==> src/rtl/rdo_pkg.sv <==
package rdo_pkg;
  typedef enum logic [1:0] {ST_IDLE, ST_WAIT, ST_SEND} rdo_state_e;

  localparam logic [7:0] CMD_READ_ONE  = 8'h01;
  localparam logic [7:0] CMD_READ_CONT = 8'h03;
  localparam logic [7:0] CMD_STOP      = 8'h0F;
  localparam logic [7:0] CMD_RESET     = 8'hFE;

  typedef struct packed {
    logic rd_one;
    logic rd_cont;
    logic quit;
  } rdo_cmd_t;
endpackage

==> src/rtl/rdo_cmd_decode.sv <==
module rdo_cmd_decode
  import rdo_pkg::*;
(
  input  logic       valid_i,
  input  logic [7:0] byte_i,
  output rdo_cmd_t   cmd_o
);
  always_comb begin
    cmd_o.rd_one  = valid_i && (byte_i == CMD_READ_ONE);
    cmd_o.rd_cont = valid_i && (byte_i == CMD_READ_CONT);
    cmd_o.quit    = valid_i && ((byte_i == CMD_STOP) || (byte_i == CMD_RESET));
  end
endmodule

==> src/rtl/rdo_lat_timer.sv <==
module rdo_lat_timer #(
  parameter int DELAY = 4
) (
  input  logic clk,
  input  logic rst,
  input  logic start_i,
  input  logic clr_i,
  output logic done_o,
  output logic run_o
);
  localparam int CW = $clog2(DELAY + 1);

  logic [CW-1:0] cnt_q;

  always_ff @(posedge clk) begin
    if (rst) begin
      cnt_q <= '0;
    end else if (start_i) begin
      cnt_q <= CW'(DELAY);
    end else if (clr_i) begin
      cnt_q <= '0;
    end else if (cnt_q != '0) begin
      cnt_q <= cnt_q - 1'b1;
    end
  end

  assign done_o = (cnt_q == CW'(1));
  assign run_o  = (cnt_q != '0);
endmodule

==> src/rtl/rdo_result_buf.sv <==
module rdo_result_buf #(
  parameter int W = 24
) (
  input  logic         clk,
  input  logic         rst,
  input  logic         load_i,
  input  logic [W-1:0] data_i,
  input  logic         busy_i,
  input  logic         release_i,
  output logic [W-1:0] cur_o,
  output logic         upd_o
);
  logic [W-1:0] cur_q;
  logic [W-1:0] pend_q;
  logic         pend_v_q;

  assign upd_o = release_i ? (load_i || pend_v_q) : (load_i && !busy_i);
  assign cur_o = cur_q;

  always_ff @(posedge clk) begin
    if (rst) begin
      cur_q    <= '0;
      pend_q   <= '0;
      pend_v_q <= 1'b0;
    end else if (release_i) begin
      if (load_i)        cur_q <= data_i;
      else if (pend_v_q) cur_q <= pend_q;
      pend_v_q <= 1'b0;
    end else if (load_i) begin
      if (busy_i) begin
        pend_q   <= data_i;
        pend_v_q <= 1'b1;
      end else begin
        cur_q <= data_i;
      end
    end
  end
endmodule

==> src/rtl/rdo_readout_ctrl.sv <==
module rdo_readout_ctrl
  import rdo_pkg::*;
#(
  parameter int RES_W = 24,
  parameter int DELAY = 4
) (
  input  logic             clk,
  input  logic             rst,
  input  logic             cs_n,
  input  logic             res_stb,
  input  logic [RES_W-1:0] res_data,
  input  logic             xfer_stb,
  input  logic [7:0]       rx_byte,
  output logic [7:0]       tx_byte,
  output logic             rdy_n,
  output logic             cont_mode
);
  localparam int BYTES = RES_W / 8;
  localparam int IDX_W = (BYTES > 1) ? $clog2(BYTES) : 1;

  rdo_state_e       state_q;
  logic [IDX_W-1:0] idx_q;
  logic [7:0]       tx_q;
  logic             rdy_n_q, cont_q, cs_q;

  logic             xfer, busy, abort, done, release_rd;
  logic             upd, start, cmd_start, auto_start, quit, cont_d;
  logic             tmr_done, tmr_run;
  logic [RES_W-1:0] cur;
  rdo_cmd_t         cmd;

  function automatic logic [7:0] pick(input logic [RES_W-1:0] v, input logic [IDX_W-1:0] i);
    return 8'(v >> (8 * (BYTES - 1 - int'(i))));
  endfunction

  assign xfer       = xfer_stb && !cs_n;
  assign busy       = (state_q != ST_IDLE);
  assign abort      = busy && cs_n && !cs_q;
  assign done       = (state_q == ST_SEND) && xfer && (idx_q == IDX_W'(BYTES - 1));
  assign release_rd = done || abort;

  rdo_cmd_decode u_dec (
    .valid_i (xfer),
    .byte_i  (rx_byte),
    .cmd_o   (cmd)
  );

  rdo_result_buf #(.W(RES_W)) u_buf (
    .clk       (clk),
    .rst       (rst),
    .load_i    (res_stb),
    .data_i    (res_data),
    .busy_i    (busy),
    .release_i (release_rd),
    .cur_o     (cur),
    .upd_o     (upd)
  );

  assign quit       = cont_q && !rdy_n_q && cmd.quit;
  assign cmd_start  = !busy && !cont_q && !rdy_n_q && (cmd.rd_one || cmd.rd_cont);
  assign auto_start = upd && cont_q && !quit;
  assign start      = cmd_start || auto_start;

  always_comb begin
    cont_d = cont_q;
    if (quit)                                 cont_d = 1'b0;
    else if (!busy && !cont_q && cmd.rd_cont) cont_d = 1'b1;
  end

  rdo_lat_timer #(.DELAY(DELAY)) u_tmr (
    .clk     (clk),
    .rst     (rst),
    .start_i (start),
    .clr_i   (release_rd),
    .done_o  (tmr_done),
    .run_o   (tmr_run)
  );

  always_ff @(posedge clk) begin
    if (rst) begin
      state_q <= ST_IDLE;
      idx_q   <= '0;
      tx_q    <= '0;
      rdy_n_q <= 1'b1;
      cont_q  <= 1'b0;
      cs_q    <= 1'b1;
    end else begin
      cs_q   <= cs_n;
      cont_q <= cont_d;
      if (upd)       rdy_n_q <= 1'b0;
      else if (done) rdy_n_q <= 1'b1;

      if (start) begin
        state_q <= ST_WAIT;
        idx_q   <= '0;
        tx_q    <= '0;
      end else if (release_rd) begin
        state_q <= ST_IDLE;
        idx_q   <= '0;
        tx_q    <= '0;
      end else if (state_q == ST_WAIT && tmr_done) begin
        state_q <= ST_SEND;
        idx_q   <= '0;
        tx_q    <= pick(cur, '0);
      end else if (state_q == ST_SEND && xfer) begin
        idx_q <= IDX_W'(idx_q + 1'b1);
        tx_q  <= pick(cur, IDX_W'(idx_q + 1'b1));
      end
    end
  end

  assign tx_byte   = tx_q;
  assign rdy_n     = rdy_n_q;
  assign cont_mode = cont_q;
endmodule

==> config.mk <==
export PLATFORM = sky130hd
export DESIGN_NAME = rdo_readout_ctrl
export DESIGN_NICKNAME = d
export VERILOG_FILES = /design/src/rtl/rdo_pkg.sv /design/src/rtl/rdo_cmd_decode.sv /design/src/rtl/rdo_lat_timer.sv /design/src/rtl/rdo_result_buf.sv /design/src/rtl/rdo_readout_ctrl.sv
export SDC_FILE = /design/constraint.sdc
export NUM_CORES = 1
export LEC_CHECK = 0
export BUFFER_PORTS_ARGS = -buffer_cell sky130_fd_sc_hd__buf_2
export CAP_MARGIN = 20
export CORE_MARGIN = 2
export CORE_UTILIZATION = 60
export DETAILED_ROUTE_END_ITERATION = 7
export PLACE_DENSITY = 0.84
export SLEW_MARGIN = 5
export SYNTH_ARGS = -nofsm -noshare
export SYNTH_HDL_FRONTEND = slang
export SYNTH_SLANG_ARGS = --single-unit
==> constraint.sdc <==
create_clock -name clk -period 4.4 [get_ports clk]
set_input_delay 0.66 -clock clk [delete_from_list [all_inputs] [get_ports clk]]
set_output_delay 0.66 -clock clk [all_outputs]
set_load 0.1 [all_outputs]
# After elaboration in Yosys (flattened, before gate mapping)
# Cells that the tools add are included.
dict set report op_classes {
  reduce_logical 44
  bitwise 1
  shift 1
  mux 16
  add_sub_neg 3
  n_eq_ne 9
}
# operator n
set op_table {}
lappend op_table {{$mux 24} 5}
lappend op_table {{$shr 24x32->8} 1}
lappend op_table {{$logic_and 1x1->1} 18}
lappend op_table {{$mux 8} 2}
lappend op_table {{$reduce_bool 2->1} 5}
lappend op_table {{$mux 3} 3}
lappend op_table {{$reduce_bool 3->1} 3}
lappend op_table {{$eq 8x1->1 const B} 1}
lappend op_table {{$eq 8x2->1 const B} 1}
lappend op_table {{$eq 8x4->1 const B} 1}
lappend op_table {{$eq 8x8->1 const B} 1}
lappend op_table {{$logic_not 1->1} 6}
lappend op_table {{$mux 1} 6}
lappend op_table {{$reduce_and 3->1} 2}
lappend op_table {{$logic_or 1x1->1} 5}
lappend op_table {{$eq 2x2->1 const B} 2}
lappend op_table {{$reduce_or 2->1} 2}
lappend op_table {{$reduce_or 4->1} 1}
lappend op_table {{$eq 3x1->1 const B} 1}
lappend op_table {{$reduce_or 3->1} 1}
lappend op_table {{$sub 2x2->3 const A} 1}
lappend op_table {{$sub 3x1->3 const B} 1}
lappend op_table {{$add 2x1->2 const B} 1}
lappend op_table {{$eq 2x1->1 const B} 1}
lappend op_table {{3 further kinds} 3}
dict set report word_totals {
  out_inout_bits 10
  in_bits 37
  elab_cells 86
  regBits 67
}

# Depth between registers and ports, before layout
# Gate-level depths: netlist of the first run.
dict set report logic_depth {
  word_depth 10
  mapped_depth 9
  mapped_depth_nobuf 7
}

# Cells and area by module
# From an unflattened synthesis of the first run, not the netlist that was laid out.
dict set report unflattened {
  cells_unflattened 347
  hier_area_um2 3219.3
}
# mod instances area_each_um2 seq_area_each_um2 cells_each
set by_module_without_submodules {}
lappend by_module_without_submodules {rdo_result_buf 1 2105.8 980.9 222}
lappend by_module_without_submodules {rdo_readout_ctrl 1 858.3 300.3 94}
lappend by_module_without_submodules {rdo_lat_timer 1 193.9 60.1 20}
lappend by_module_without_submodules {rdo_cmd_decode 1 61.3 0.0 11}

# Least setup slack after synthesis of the first run
# OpenSTA, ideal clock, no wires.
dict set report synth_timing {
  path_kind {reg-to-reg}
  start {register cont_q (netlist: cont_mode)}
  end {register idx_q[1]}
  arrival_ps 2200
  path_stages_with_launch 6
  setup_time_ps 100
  setup_slack_ps 2100
  required_ps 4300
  n_path_buf 0
  period_less_slack_ps 2300
  cell_sequence {dfxtp_1 nor4b_1 and4_1 or3_1 a31o_4 a2111oi_4}
}
dict set report synth_between {
  elab_chain_cells 6
  word_cells_on_any_way 11
  cone_classes {11 x reduce/logical}
}
# item line
set synth_rtl {}
lappend synth_rtl {{start: declaration} rdo_readout_ctrl.sv:24} ;# logic rdy_n_q, cont_q, cs_q;
lappend synth_rtl {{start signal: assignment} rdo_readout_ctrl.sv:89} ;# cont_q <= cont_d;
lappend synth_rtl {{$logic_not 1->1 or $logic_and 1x1->1 (tied branches)} {rdo_readout_ctrl.sv:60, rdo_readout_ctrl.sv:59}}
lappend synth_rtl {{$logic_and 1x1->1, on equally long branches} {rdo_readout_ctrl.sv:60, rdo_readout_ctrl.sv:59}}
lappend synth_rtl {{$logic_and 1x1->1 or $logic_not 1->1 (tied branches)} {rdo_readout_ctrl.sv:60, rdo_readout_ctrl.sv:61}}
lappend synth_rtl {{$logic_and 1x1->1, on equally long branches} {rdo_readout_ctrl.sv:60, rdo_readout_ctrl.sv:61}}
lappend synth_rtl {{$logic_or 1x1->1 *} rdo_readout_ctrl.sv:62} ;# assign start = cmd_start || auto_start;
lappend synth_rtl {{$reduce_or 4->1 (no source line) *} n/a}
lappend synth_rtl {{end signal: assignment} rdo_readout_ctrl.sv:106} ;# idx_q <= IDX_W'(idx_q + 1'b1);
lappend synth_rtl {{end: declaration} rdo_readout_ctrl.sv:22} ;# logic [IDX_W-1:0] idx_q;
# Every way passes the cells marked *; elsewhere a longest branch is shown, timed or not.
# A chain may end at the register's enable or synchronous reset.

# Worst setup path in the final report of the first run
dict set report layout_timing {
  start {register idx_q[0]}
  end {register idx_q[1]}
}
dict set report layout_between {
  elab_chain_cells 8
  word_cells_on_any_way 9
  cone_classes {1 x add/sub; 1 x eq/ne; 1 x mux; 6 x reduce/logical}
}
# item line
set layout_rtl {}
lappend layout_rtl {{$eq 2x2->1} rdo_readout_ctrl.sv:39} ;# assign done = (state_q == ST_SEND) && xfer && (idx_q == IDX_W'(BYTES - 1));
lappend layout_rtl {{$logic_and 1x1->1} rdo_readout_ctrl.sv:39}
lappend layout_rtl {{$logic_or 1x1->1} rdo_readout_ctrl.sv:40} ;# assign release_rd = done || abort;
lappend layout_rtl {{$mux 1} rdo_result_buf.sv:17} ;# assign upd_o = release_i ? (load_i || pend_v_q) : (load_i && !busy_i);
lappend layout_rtl {{$logic_and 1x1->1 (2 in a row)} rdo_readout_ctrl.sv:61} ;# assign auto_start = upd && cont_q && !quit;
lappend layout_rtl {{$logic_or 1x1->1} rdo_readout_ctrl.sv:62}
lappend layout_rtl {{$reduce_or 4->1 (no source line)} n/a}
# Several ways; a longest one is shown, not always the timed one.

==> impl_results.md, run 1 <==
- Nets: 450
- Share of post-route cells with drive strength above 1: 17.23%
- Total routed wirelength: roughly 7100 µm
- Worst hold slack: between 0.4 and 0.5 ns
- DR pass1 iterations: 5
- P per Cell Area: 384.1 mW/mm²
- Post-CTS setup buffers: 0
- Routed len/inst: 14.90 µm
- Outcome: finished clean
- Post-CTS sizing: 0
- Syn_nets: ~420
- Ys async rst share: 0%
- Slew headroom: 35.38%
- Mapped cell area: 0.003024 mm²
- Die W: 75.00 µm
- Root Driver: clkbuf_8
- Die Ht: 75.00 µm
- Cells after synthesis: 373
- Worst path arrival time: 2.84 ns
- Max Root-Sink Buffers: 2
- Tcrit/Tclk final: between 50% and 60%
- Maxcap violations: 0
- Largest net degree at the start of global routing: between 50 and 60
- Starting density of the core: between 60% and 70%
- Critical path capture point type: flop
- Sequential area share after synthesis: 44.35%
- Via count: 2784
- IO buf count: 46
- CTS tree: built
- Power Total: 1.322 mW
- Multi-input logic area: 0.001553 mm²
- P_leak: between 1 and 1.5 nW
- Total CTS buffers: 9
- RePlAce Congestion: slightly below 0.9
- P_sw: 0.3263 mW
- H-tree Lvls: 3
- Worst-Skew Late Latency: 0.34 ns
- CP Data Required Time: 4.60 ns
- Max Fclk: 0.3791 GHz
- Internal power: 0.9962 mW
- Sequential Power Share: between 40% and 50%
- Synthesized area per cell: 8.108 µm²
- Combinational share of power: 12.2%
- DP HPWL: between 4000 and 5000 µm
- Hold Vio Cnt, Final: 0
- GRT Total Usage: 26.86%
- Detailed-route DRC error count: 0
- Commonest non-fill, non-tap cells in the layout: nand2_1, dfxtp_1, a21oi_1, nor2_1, buf_2
- Critical path fanouts, max: 27
- Remaining antenna violation count: 0
- DR iter-0 viols: 230
- Clock skew: 0.008299 ns
- Worst Setup Path Type: flop to flop
- Number of global-route vias before repair: around 2500
- Reg clk slew, reported paths: 0.07 ns
- Hold WC Path Type: flop to flop
- Initial antenna violation count: 0
- Slew Viols, Final: 0
- Tightest Pin Transition: 0.9693 ns
- Yosys warns: 0
- Fillers: 383
- FP Rows: 25
- RSZ-0062 raised after global routing: false
- Clock share of power: 38.3%
- Post-synth EDFFs: 0
- First-pass GRT wire length: approximately 11000 µm
- Reg area: approximately 0.0013 mm²
- Synthesized flop and latch total: 67
- Core Area: 0.004786 mm²
- CTS sink count: 67
- Setup TNS: 0 ns
- Synth cell types: 46
- Max VDD drop: 0.0002434 V
- Ant. Diodes: 0
- Shortest period the worst path allows: about 2.6 ns
- Net Sw Frac: between 20% and 30%
- I/O Pins: between 40 and 50
- Vias per inst: 5.812
- Post-CTS Hold Fix Bufs: 0
- Most common cell after layout, fill and taps aside: nand2_1
- Ys flop type: dfxtp_1
- Layout area overhead: 13.86%
- # setup viols final: 0
- Grt ovf: 0
- Setup crit start kind: flop
- Die area: 0.005624 mm²
-- cells in the mapped netlist (2+ instances only) --
| master | number | area share [%] |
|---|---|---|
| ha_1 | 5 | 2.1 |
| a21oi_1 | 53 | 8.8 |
| buf_2 | 11 | 1.8 |
| nand2_1 | 78 | 9.7 |
| or2_2 | 3 | 0.62 |
| nand3_1 | 4 | 0.66 |
| a211oi_1 | 25 | 6.2 |
| nor2_1 | 47 | 5.8 |
| and3b_1 | 3 | 0.87 |
| a22oi_1 | 4 | 0.99 |
| nor2b_1 | 4 | 0.83 |
| nor4_1 | 2 | 0.41 |
| o21ai_0 | 4 | 0.66 |
| mux2i_1 | 3 | 0.99 |
| dfxtp_1 | 67 | 44 |
| nand4_1 | 2 | 0.41 |
| a222oi_1 | 7 | 2.3 |
| xnor2_1 | 2 | 0.58 |
| inv_1 | 3 | 0.37 |
| and4_1 | 2 | 0.58 |
| a31oi_1 | 3 | 0.62 |
| or2b_1 | 2 | 0.50 |
| clkbuf_1 | 12 | 1.5 |
| nor3_1 | 5 | 0.83 |
-- final cells by class --
cell class,count,area share [%]
Tap cell,67,2.435
Timing Repair Buffer,49,7.558
Multi-Input combinational cell,278,45.09
Clock inverter,2,1.017
Sequential cell,67,38.95
Inverter,3,0.3270
Clock buffer,13,4.615
-- metal layers --
metal | global-route usage (%) | vias to the layer above | part of all wire (%)
met5 | 0 | - | 0
met4 | 12.70 | 0 | 1.4
met3 | 4.685 | 11 | 4.7
met2 | 45.52 | 97 | 49
met1 | 33.19 | 1292 | 45
li1 | - | 1384 | -
-- critical path, cell delays in order (launching register included) --
cell and delay, ns:
dfxtp_1 0.39, inv_1 0.22, ha_1 0.29, nand4bb_1 0.13, a31oi_1 0.22, and2_1 0.78
a31o_4 0.39, a2111oi_4 0.08
-- through the flow --
stage          instances  util (%)  setup slack [ns]  cell area [µm²]
2_1_floorplan        373         -             2.100             3024
3_3_place_gp         463     67.58             1.721             3234
3_5_place_dp         464     67.90             1.631             3249
4_1_cts              479     71.95             1.755             3443
5_1_grt              479     71.95             1.534             3443
6_report             479     71.95             1.762             3443
-- path summary, 6_finish.rpt --
kind / cells past startpoint / endpoint / slack (ns) / start
setup / recovery: 7 / idx_q[1] / 1.76 / idx_q[0]
hold / removal: 2 / u_buf.pend_q[7] / 0.46 / u_buf.pend_q[7]
setup reg to reg: 7 / idx_q[1] / 1.76 / idx_q[0]
hold reg to reg: 2 / u_buf.pend_q[7] / 0.46 / u_buf.pend_q[7]
-- cell families (layout without fill, tap and decap cells) --
logic type / Yosys count / after routing / synth area share, %
XOR/XNOR: 2 / 2 / 0.5793
adder cells (fa/ha/maj): 5 / 5 / 2.069
multiplexers: 4 / 4 / 1.365
AND/OR/NAND/NOR: 162 / 162 / 24.20
flip-flops: 67 / 67 / 44.35
AO/OA/AOI/OAI: 105 / 105 / 23.13
buffers and inverters: 28 / 67 / 4.303
-- flip-flops by register name (all words and copies together), names as in the netlist --
signal / flops
cont_mode: 1
cs_q: 1
idx_q: 2
rdy_n: 1
state_q: 2
tx_byte: 8
u_buf.cur_o: 24
u_buf.pend_q: 24
u_buf.pend_v_q: 1
u_tmr.cnt_q: 3
-- power groups by stage --
stage	logic [mW]	clock network, mW	registers (mW)
2_1_floorplan	0.116	0	0.667
6_report	0.162	0.506	0.655
4_1_cts	0.162	0.508	0.654
3_3_place_gp	0.154	0	0.667
3_5_place_dp	0.160	0	0.668
5_1_grt	0.182	0.529	0.657
(Power assumes the default switching activity.)
==> inputs of run 2 (changes only) <==
ABC_AREA = 1   (was not set)
CORE_UTILIZATION = 52   (was 60)
PLACE_DENSITY = 0.76   (was 0.84)
clock period = 2.2 ns   (was 4.4 ns; I/O delays follow)
==> run 2 against run 1 <==
Against the previous run:
- sequential share of layout area fell by 3.4 points
- core utilization fell by 12 points
- maximum frequency grew 37%
- clock power up 110%
- wire length up 3.0%
- synthesized cell count is 23% higher
- area after synthesis increased by 12%
- final cell count rose by 20%
- via count is 7.2% higher
- clock skew fell by 0.0022 ns
- combinational power increased by 110%
- critical path type unchanged
==> impl_results.md, run 2 <==
- Worst path arrival time: 2.15 ns (-0.69 ns)
- Cells after synthesis: 459 (+23%)
- I/O Pins: 47 (unchanged)
- CP Data Required Time: 2.43 ns (-2.17 ns)
- Fin area: 0.003769 mm² (+9.4%)
- # setup viols final: 0 (unchanged)
- Worst-Skew Late Latency: 0.34 ns (about the same)
- Synth top area share: 39.54% (-4.8 points)
- Max Root-Sink Buffers: 2 (unchanged)
- DR iter-0 viols: 128 (-44%)
- First-pass GRT wire length: 12580 µm (+11%)
- Worst R2R Setup Slack: 0.28 ns (-1.48 ns)
- Mapped cell area: 0.003392 mm² (+12%)
- Ys flop type: dfxtp_1
- CTS tree: built
- Grt ovf: 0 (unchanged)
- P_leak: 1.568 nW (+11%)
- Slew Viols, Final: 0 (unchanged)
- Share of post-route cells with drive strength above 1: 19.68% (+2.4 points)
- Clock skew: 0.006095 ns (-0.002204 ns)
- GRT Total Usage: 21.93% (-4.9 points)
- Slew headroom: 67.16% (+32 points)
- Layout area overhead: 11.10%
- Total routed wirelength: 7351 µm (+3.0%)
- Count leader, synth: dfxtp_1
- Hold Path Depth: 3 (+1)
- Largest net degree at the start of global routing: 51 (-8.9%)
- Area contributors post-synth: dfxtp_1, a21oi_1, o21ai_0
- Setup crit start kind: flop
- Sequential area share after synthesis: 39.54% (-4.8 points)
- Post-synth EDFFs: 0 (unchanged)
- DP HPWL: 5165 µm (+11%)
- Via count: 2985 (+7.2%)
- Combinational share of power: 12.7% (+0.5 points)
- Hold WC Path Type: primary input to flop
- Root Driver: clkbuf_8
- R2R Path End: tx_byte[6]
- Starting density of the core: 53.73% (-9.5 points)
- Detailed-route DRC error count: 0 (unchanged)
- Remaining antenna violation count: 0 (unchanged)
- Number of global-route vias before repair: 2712 (+7.2%)
- Max Fclk: 0.5212 GHz (+37%)
- Tcrit/Tclk final: 87.22% (+27 points)
- Clock share of power: 39.0% (+0.7 points)
- Sequential Power Share: 48.3% (-1.2 points)
- Synthesized flop and latch total: 67 (unchanged)
- Core Area: 0.006314 mm² (+32%)
- Ant. Diodes: 0 (unchanged)
- Post-CTS setup buffers: 0 (unchanged)
- Ys async rst share: 0% (unchanged)
- Area leader, netlist: dfxtp_1
- Routed len/inst: 12.78 µm (-14%)
- Synthesized area per cell: 7.390 µm² (-8.9%)
- H-tree Lvls: 3 (unchanged)
- Synth cell types: 35 (-24%)
- Initial antenna violation count: 0 (unchanged)
- RSZ-0062 raised after global routing: false
- P_sw: 0.7077 mW (+120%)
- Post-CTS sizing: 0 (unchanged)
- Nets: 535 (+19%)
- Reg clk slew, reported paths: 0.07 ns (about the same)
- Internal power: 1.992 mW (+100%)
- Hold Crit Endpoint: cs_q
- FP Rows: 29 (+16%)
- Net Sw Frac: 26.21% (+1.5 points)
- Cell Area, Placed: 0.003565 mm² (+9.7%)
- Worst r2r path cells: 9 (+2)
- Die area: 0.007185 mm² (+28%)
- Maxcap violations: 0 (unchanged)
- Start point of the worst hold path: cs_n
- Commonest non-fill, non-tap cells in the layout: dfxtp_1, a21oi_1, nor2_1
- Tightest Pin Transition: 0.4960 ns (-0.4733 ns)
- IO buf count: 46 (unchanged)
- Most common cell after layout, fill and taps aside: dfxtp_1
- Total CTS buffers: 9 (unchanged)
- Die Ht: 84.77 µm (+13%)
- Max VDD drop: 0.0004986 V (+100%)
- Syn_nets: 501 (+21%)
- Critical path fanouts, max: 9 (-67%)
- Hold Vio Cnt, Final: 0 (unchanged)
- Die W: 84.77 µm (+13%)
- Vias per inst: 5.191 (-11%)
- DR pass1 iterations: 4 (-1)
- CTS sink count: 67 (unchanged)
- P per Cell Area: 716.4 mW/mm² (+87%)
- Outcome: finished clean
- Shortest period the worst path allows: 1.919 ns (-0.7189 ns)
- Critical path capture point type: flop
- FF-to-FF Start: idx_q[0]
- Setup TNS: 0 ns (unchanged)
- RePlAce Congestion: 0.8510 (-4.1%)
- Yosys warns: 0 (unchanged)
- Post-CTS Hold Fix Bufs: 0 (unchanged)
- Worst Setup Path Type: flop to flop
- Top cells by count, synth: dfxtp_1, a21oi_1, nor2_1
run 2: worst max-delay path, stage by stage, from the launching register on:
cell      delay (ns)
dfxtp_1         0.40
inv_2           0.10
ha_1            0.45
inv_1           0.07
nor2_1          0.29
inv_1           0.13
nor2_1          0.10
a211oi_1        0.07
nor2_1          0.14
nor2_2          0.05
run 2: cells by family (layout without fill, tap and decap cells):
| group | Yosys count | count (layout) | synth area share, % |
|---|---|---|---|
| compound gates | 146 | 146 | 23.76 |
| xor+xnor | 2 | 2 | 0.5165 |
| fa+ha+maj | 5 | 5 | 1.844 |
| buf+inv | 80 | 119 | 11.47 |
| flops | 67 | 67 | 39.54 |
| mux | 1 | 1 | 0.2951 |
| simple gates | 158 | 158 | 22.57 |
run 2: layer usage:
| layer | vias to the layer above | track usage, % | share of wire [%] |
|---|---|---|---|
| li1 | 1582 | - | - |
| met1 | 1329 | 29.56 | 48 |
| met2 | 65 | 33.86 | 46 |
| met3 | 9 | 3.638 | 4.7 |
| met4 | 0 | 11.26 | 1.3 |
| met5 | - | 0 | 0 |
run 2: layout make-up:
cell class	count	area, µm²
clock buffers	12	155.1
clock inverters	4	48.80
fillers	617	2545
inverters	52	197.7
multi-input cells	312	1662
flip-flops and latches	67	1341
well taps	77	96.34
repair buffers	51	267.8
run 2: how the worst max path moves through the flow:
stage / from / cells after the start / end
final: idx_q[0] / 9 / tx_byte[6]
after global routing: idx_q[0] / 10 / tx_byte[7]
after CTS: idx_q[0] / 10 / tx_byte[2]
after detailed placement: idx_q[0] / 9 / tx_byte[6]
after global placement: idx_q[0] / 10 / tx_byte[3]
after floorplan: cont_mode / 9 / tx_byte[0]
run 2: stage by stage:
| stage | hold slack (ns) | power [mW] | std cells | util, % | setup WS [ns] |
|---|---|---|---|---|---|
| 6_report | 0.1772 | 2.700 | 575 | 59.69 | 0.2812 |
| 5_1_grt | 0.1787 | 2.833 | 575 | 59.69 | 0.04314 |
| 4_1_cts | 0.1705 | 2.726 | 575 | 59.69 | 0.2877 |
| 3_5_place_dp | 0.4401 | 1.678 | 559 | 56.46 | 0.3054 |
| 3_3_place_gp | 0.4364 | 1.662 | 559 | 56.46 | 0.3207 |
| 2_1_floorplan | 0.4178 | 1.585 | 459 | - | 0.3377 |
run 2: power groups by stage:
stage | registers, mW | clock network (mW) | logic [mW]
final | 1.30 | 1.05 | 0.343
after detailed placement | 1.33 | 0 | 0.345
after global routing | 1.31 | 1.12 | 0.402
after floorplan | 1.33 | 0 | 0.257
after CTS | 1.30 | 1.07 | 0.348
after global placement | 1.33 | 0 | 0.332
==> inputs of run 3 (changes only) <==
ABC_AREA = 0   (was 1)
CORE_UTILIZATION = 51   (was 52)
==> run 3 against run 2 <==
Against the previous run:
- global-route usage is 1.7 points higher
- hold slack better by 0.058 ns
- setup slack worse by 0.14 ns
- maximum frequency is 6.8% lower
- non-clock buffer count is 8 higher
- sequential power hardly changed
- flip-flop and latch count stayed put
- final area is 6.1% lower
- final cell count is 13% lower
- register-to-register slack worse by 0.14 ns
- largest power group unchanged
- power is 1.1% higher
- via count is 6.3% lower
==> impl_results.md, run 3 (synthesis results as in run 1) <==
- Critical path capture point type: flop
- Setup crit start kind: flop
- P_leak: 1.464 nW (-6.6%)
- I/O Pins: 47 (unchanged)
- Start point of the worst hold path: res_data[14]
- Remaining antenna violation count: 0 (unchanged)
- Total CTS buffers: 9 (unchanged)
- Sequence of cells on the critical path: inv_1 -> ha_1 -> nand2_1 -> and4_1 -> nand2_1 -> a21oi_1
- FF-to-FF Start: idx_q[0]
- Internal power: 2.052 mW (+3.0%)
- Crit. path cell count: 6 (-3)
- Routed len/inst: 14.36 µm (+12%)
- Hold Path Depth: 3 (unchanged)
- Die Ht: 81.01 µm (-4.4%)
- Outcome: finished clean
- Detailed-route DRC error count: 0 (unchanged)
- RePlAce Congestion: 0.8548 (+0.45%)
- Worst R2R Setup Slack: 0.14 ns (-0.14 ns)
- # setup viols final: 0 (unchanged)
- Maxcap violations: 0 (unchanged)
- Clock skew: 0.006439 ns (+0.0003439 ns)
- Ant. Diodes: 0 (unchanged)
- First-pass GRT wire length: 11790 µm (-6.2%)
- Tightest Pin Transition: 0.9582 ns (+0.4622 ns)
- Net Sw Frac: 24.78% (-1.4 points)
- Worst r2r path cells: 6 (-3)
- Shortest period the worst path allows: 2.059 ns (+0.1398 ns)
- Initial antenna violation count: 0 (unchanged)
- Post-CTS sizing: 0 (unchanged)
- Number of global-route vias before repair: 2512 (-7.4%)
- Combinational share of power: 12.0% (-0.7 points)
- H-tree Lvls: 3 (unchanged)
- Post-route insts no fill: 498 (-13%)
- CP Data Required Time: 2.45 ns (+0.02 ns)
- DR pass1 iterations: 5 (+1)
- Nets: 460 (-14%)
- Share of post-route cells with drive strength above 1: 19.86% (+0.18 points)
- Tcrit/Tclk final: 93.57% (+6.4 points)
- Post-CTS setup buffers: 0 (unchanged)
- Slew headroom: 36.12% (-31 points)
- Commonest non-fill, non-tap cells in the layout: nand2_1, dfxtp_1, a21oi_1, nor2_1, buf_2
- Reg clk slew, reported paths: 0.07 ns (about the same)
- DP HPWL: 4734 µm (-8.3%)
- GRT Total Usage: 23.63% (+1.7 points)
- Hold Vio Cnt, Final: 0 (unchanged)
- FP Rows: 28 (-3.4%)
- CTS sink count: 67 (unchanged)
- Fillers: 554 (-10%)
- Slew Viols, Final: 0 (unchanged)
- Grt ovf: 0 (unchanged)
- Max VDD drop: 0.0004489 V (-10%)
- Most common cell after layout, fill and taps aside: nand2_1
- Clock share of power: 40.0% (+1.0 points)
- Root Driver: clkbuf_8
- Starting density of the core: 52.00% (-1.7 points)
- DR iter-0 viols: 252 (+97%)
- Slowest CP cell: and4_1
- Hold WC Path Type: primary input to flop
- Layout area overhead: 17.00%
- Core Area: 0.005816 mm² (-7.9%)
- Max incr delay on CP: 0.83 ns (+0.38 ns)
- P_sw: 0.6760 mW (-4.5%)
- CP bufs+invs: 1 (-2)
- Via count: 2796 (-6.3%)
- IO buf count: 46 (unchanged)
- Worst path top cell family by delay: simple AND/OR/NAND/NOR gates
- DP Cell Count: 482 (-14%)
- Vias per inst: 5.614 (+8.2%)
- Worst path arrival time: 2.31 ns (+0.16 ns)
- R2R Path End: u_buf.pend_q[23]
- P per Cell Area: 771.1 mW/mm² (+7.6%)
- RSZ-0062 raised after global routing: false
- Max Fclk: 0.4858 GHz (-6.8%)
- Die W: 81.01 µm (-4.4%)
- Total routed wirelength: 7152 µm (-2.7%)
- Post-CTS Hold Fix Bufs: 0 (unchanged)
- Critical path fanouts, max: 24 (+15)
- Worst-Skew Late Latency: 0.34 ns (about the same)
- Critical Path Source: idx_q[0]
- Sequential Power Share: 48.0% (-0.3 points)
- Worst Setup Path Type: flop to flop
- Die area: 0.006562 mm² (-8.7%)
- CP endpoint: u_buf.pend_q[23]
- CTS tree: built
- Max Root-Sink Buffers: 2 (unchanged)
- Largest net degree at the start of global routing: 55 (+7.8%)
- CP dominant cell by count: nand2_1
- Setup TNS: 0 ns (unchanged)
==> run 3: power groups by stage <==
stage | combinational [mW] | clock, mW | sequential [mW]
finish | 0.329 | 1.09 | 1.31
global route | 0.379 | 1.17 | 1.31
CTS | 0.330 | 1.12 | 1.31
detailed placement | 0.328 | 0 | 1.34
global placement | 0.316 | 0 | 1.33
floorplan | 0.232 | 0 | 1.33
==> run 3: metal layers <==
metal	up-vias	global-route usage, %	wire length (µm)	share of wire (%)
li1	1403	-	-	-
met1	1296	30.60	3094	43
met2	84	37.11	3454	48
met3	13	4.778	452	6.3
met4	0	12.71	152	2.1
met5	-	0	0	0
==> run 3: worst min-delay path by stage <==
stage,slack [ns],end
3_5_place_dp,0.45,u_buf.pend_q[17]
4_1_cts,0.22,u_buf.pend_q[20]
2_1_floorplan,0.44,cs_q
5_1_grt,0.23,u_buf.pend_q[0]
6_report,0.24,u_buf.pend_q[14]
3_3_place_gp,0.44,u_buf.pend_q[11]
==> run 3: final cells by class <==
class,instances,area (µm²),area share [%]
tap,75,93.84,2.652
timing repair buffer,59,327.8,9.264
sequential,67,1344,37.98
clock buffer,11,131.4,3.713
clock inverter,5,77.57,2.192
multi-input combinational,278,1553,43.88
inverter,3,11.26,0.3182
==> run 3: per-stage QoR <==
step	utilization [%]	hold slack, ns	worst slack (ns)	power, mW	instance area, µm²
after detailed placement	57.25	0.4467	0.1594	1.664	3329
after floorplan	-	0.4366	0.1974	1.565	3027
after CTS	60.84	0.2195	0.1546	2.755	3538
after global routing	60.84	0.2348	0.01719	2.859	3538
after global placement	57.25	0.4420	0.2124	1.651	3329
final	60.84	0.2353	0.1414	2.728	3538
==> run 3: tightest hold or removal path, delay by kind of cell <==
family | cells | cell delay, ns
buf+inv | 1 | 0.10
simple gates | 1 | 0.05
compound gates | 1 | 0.05
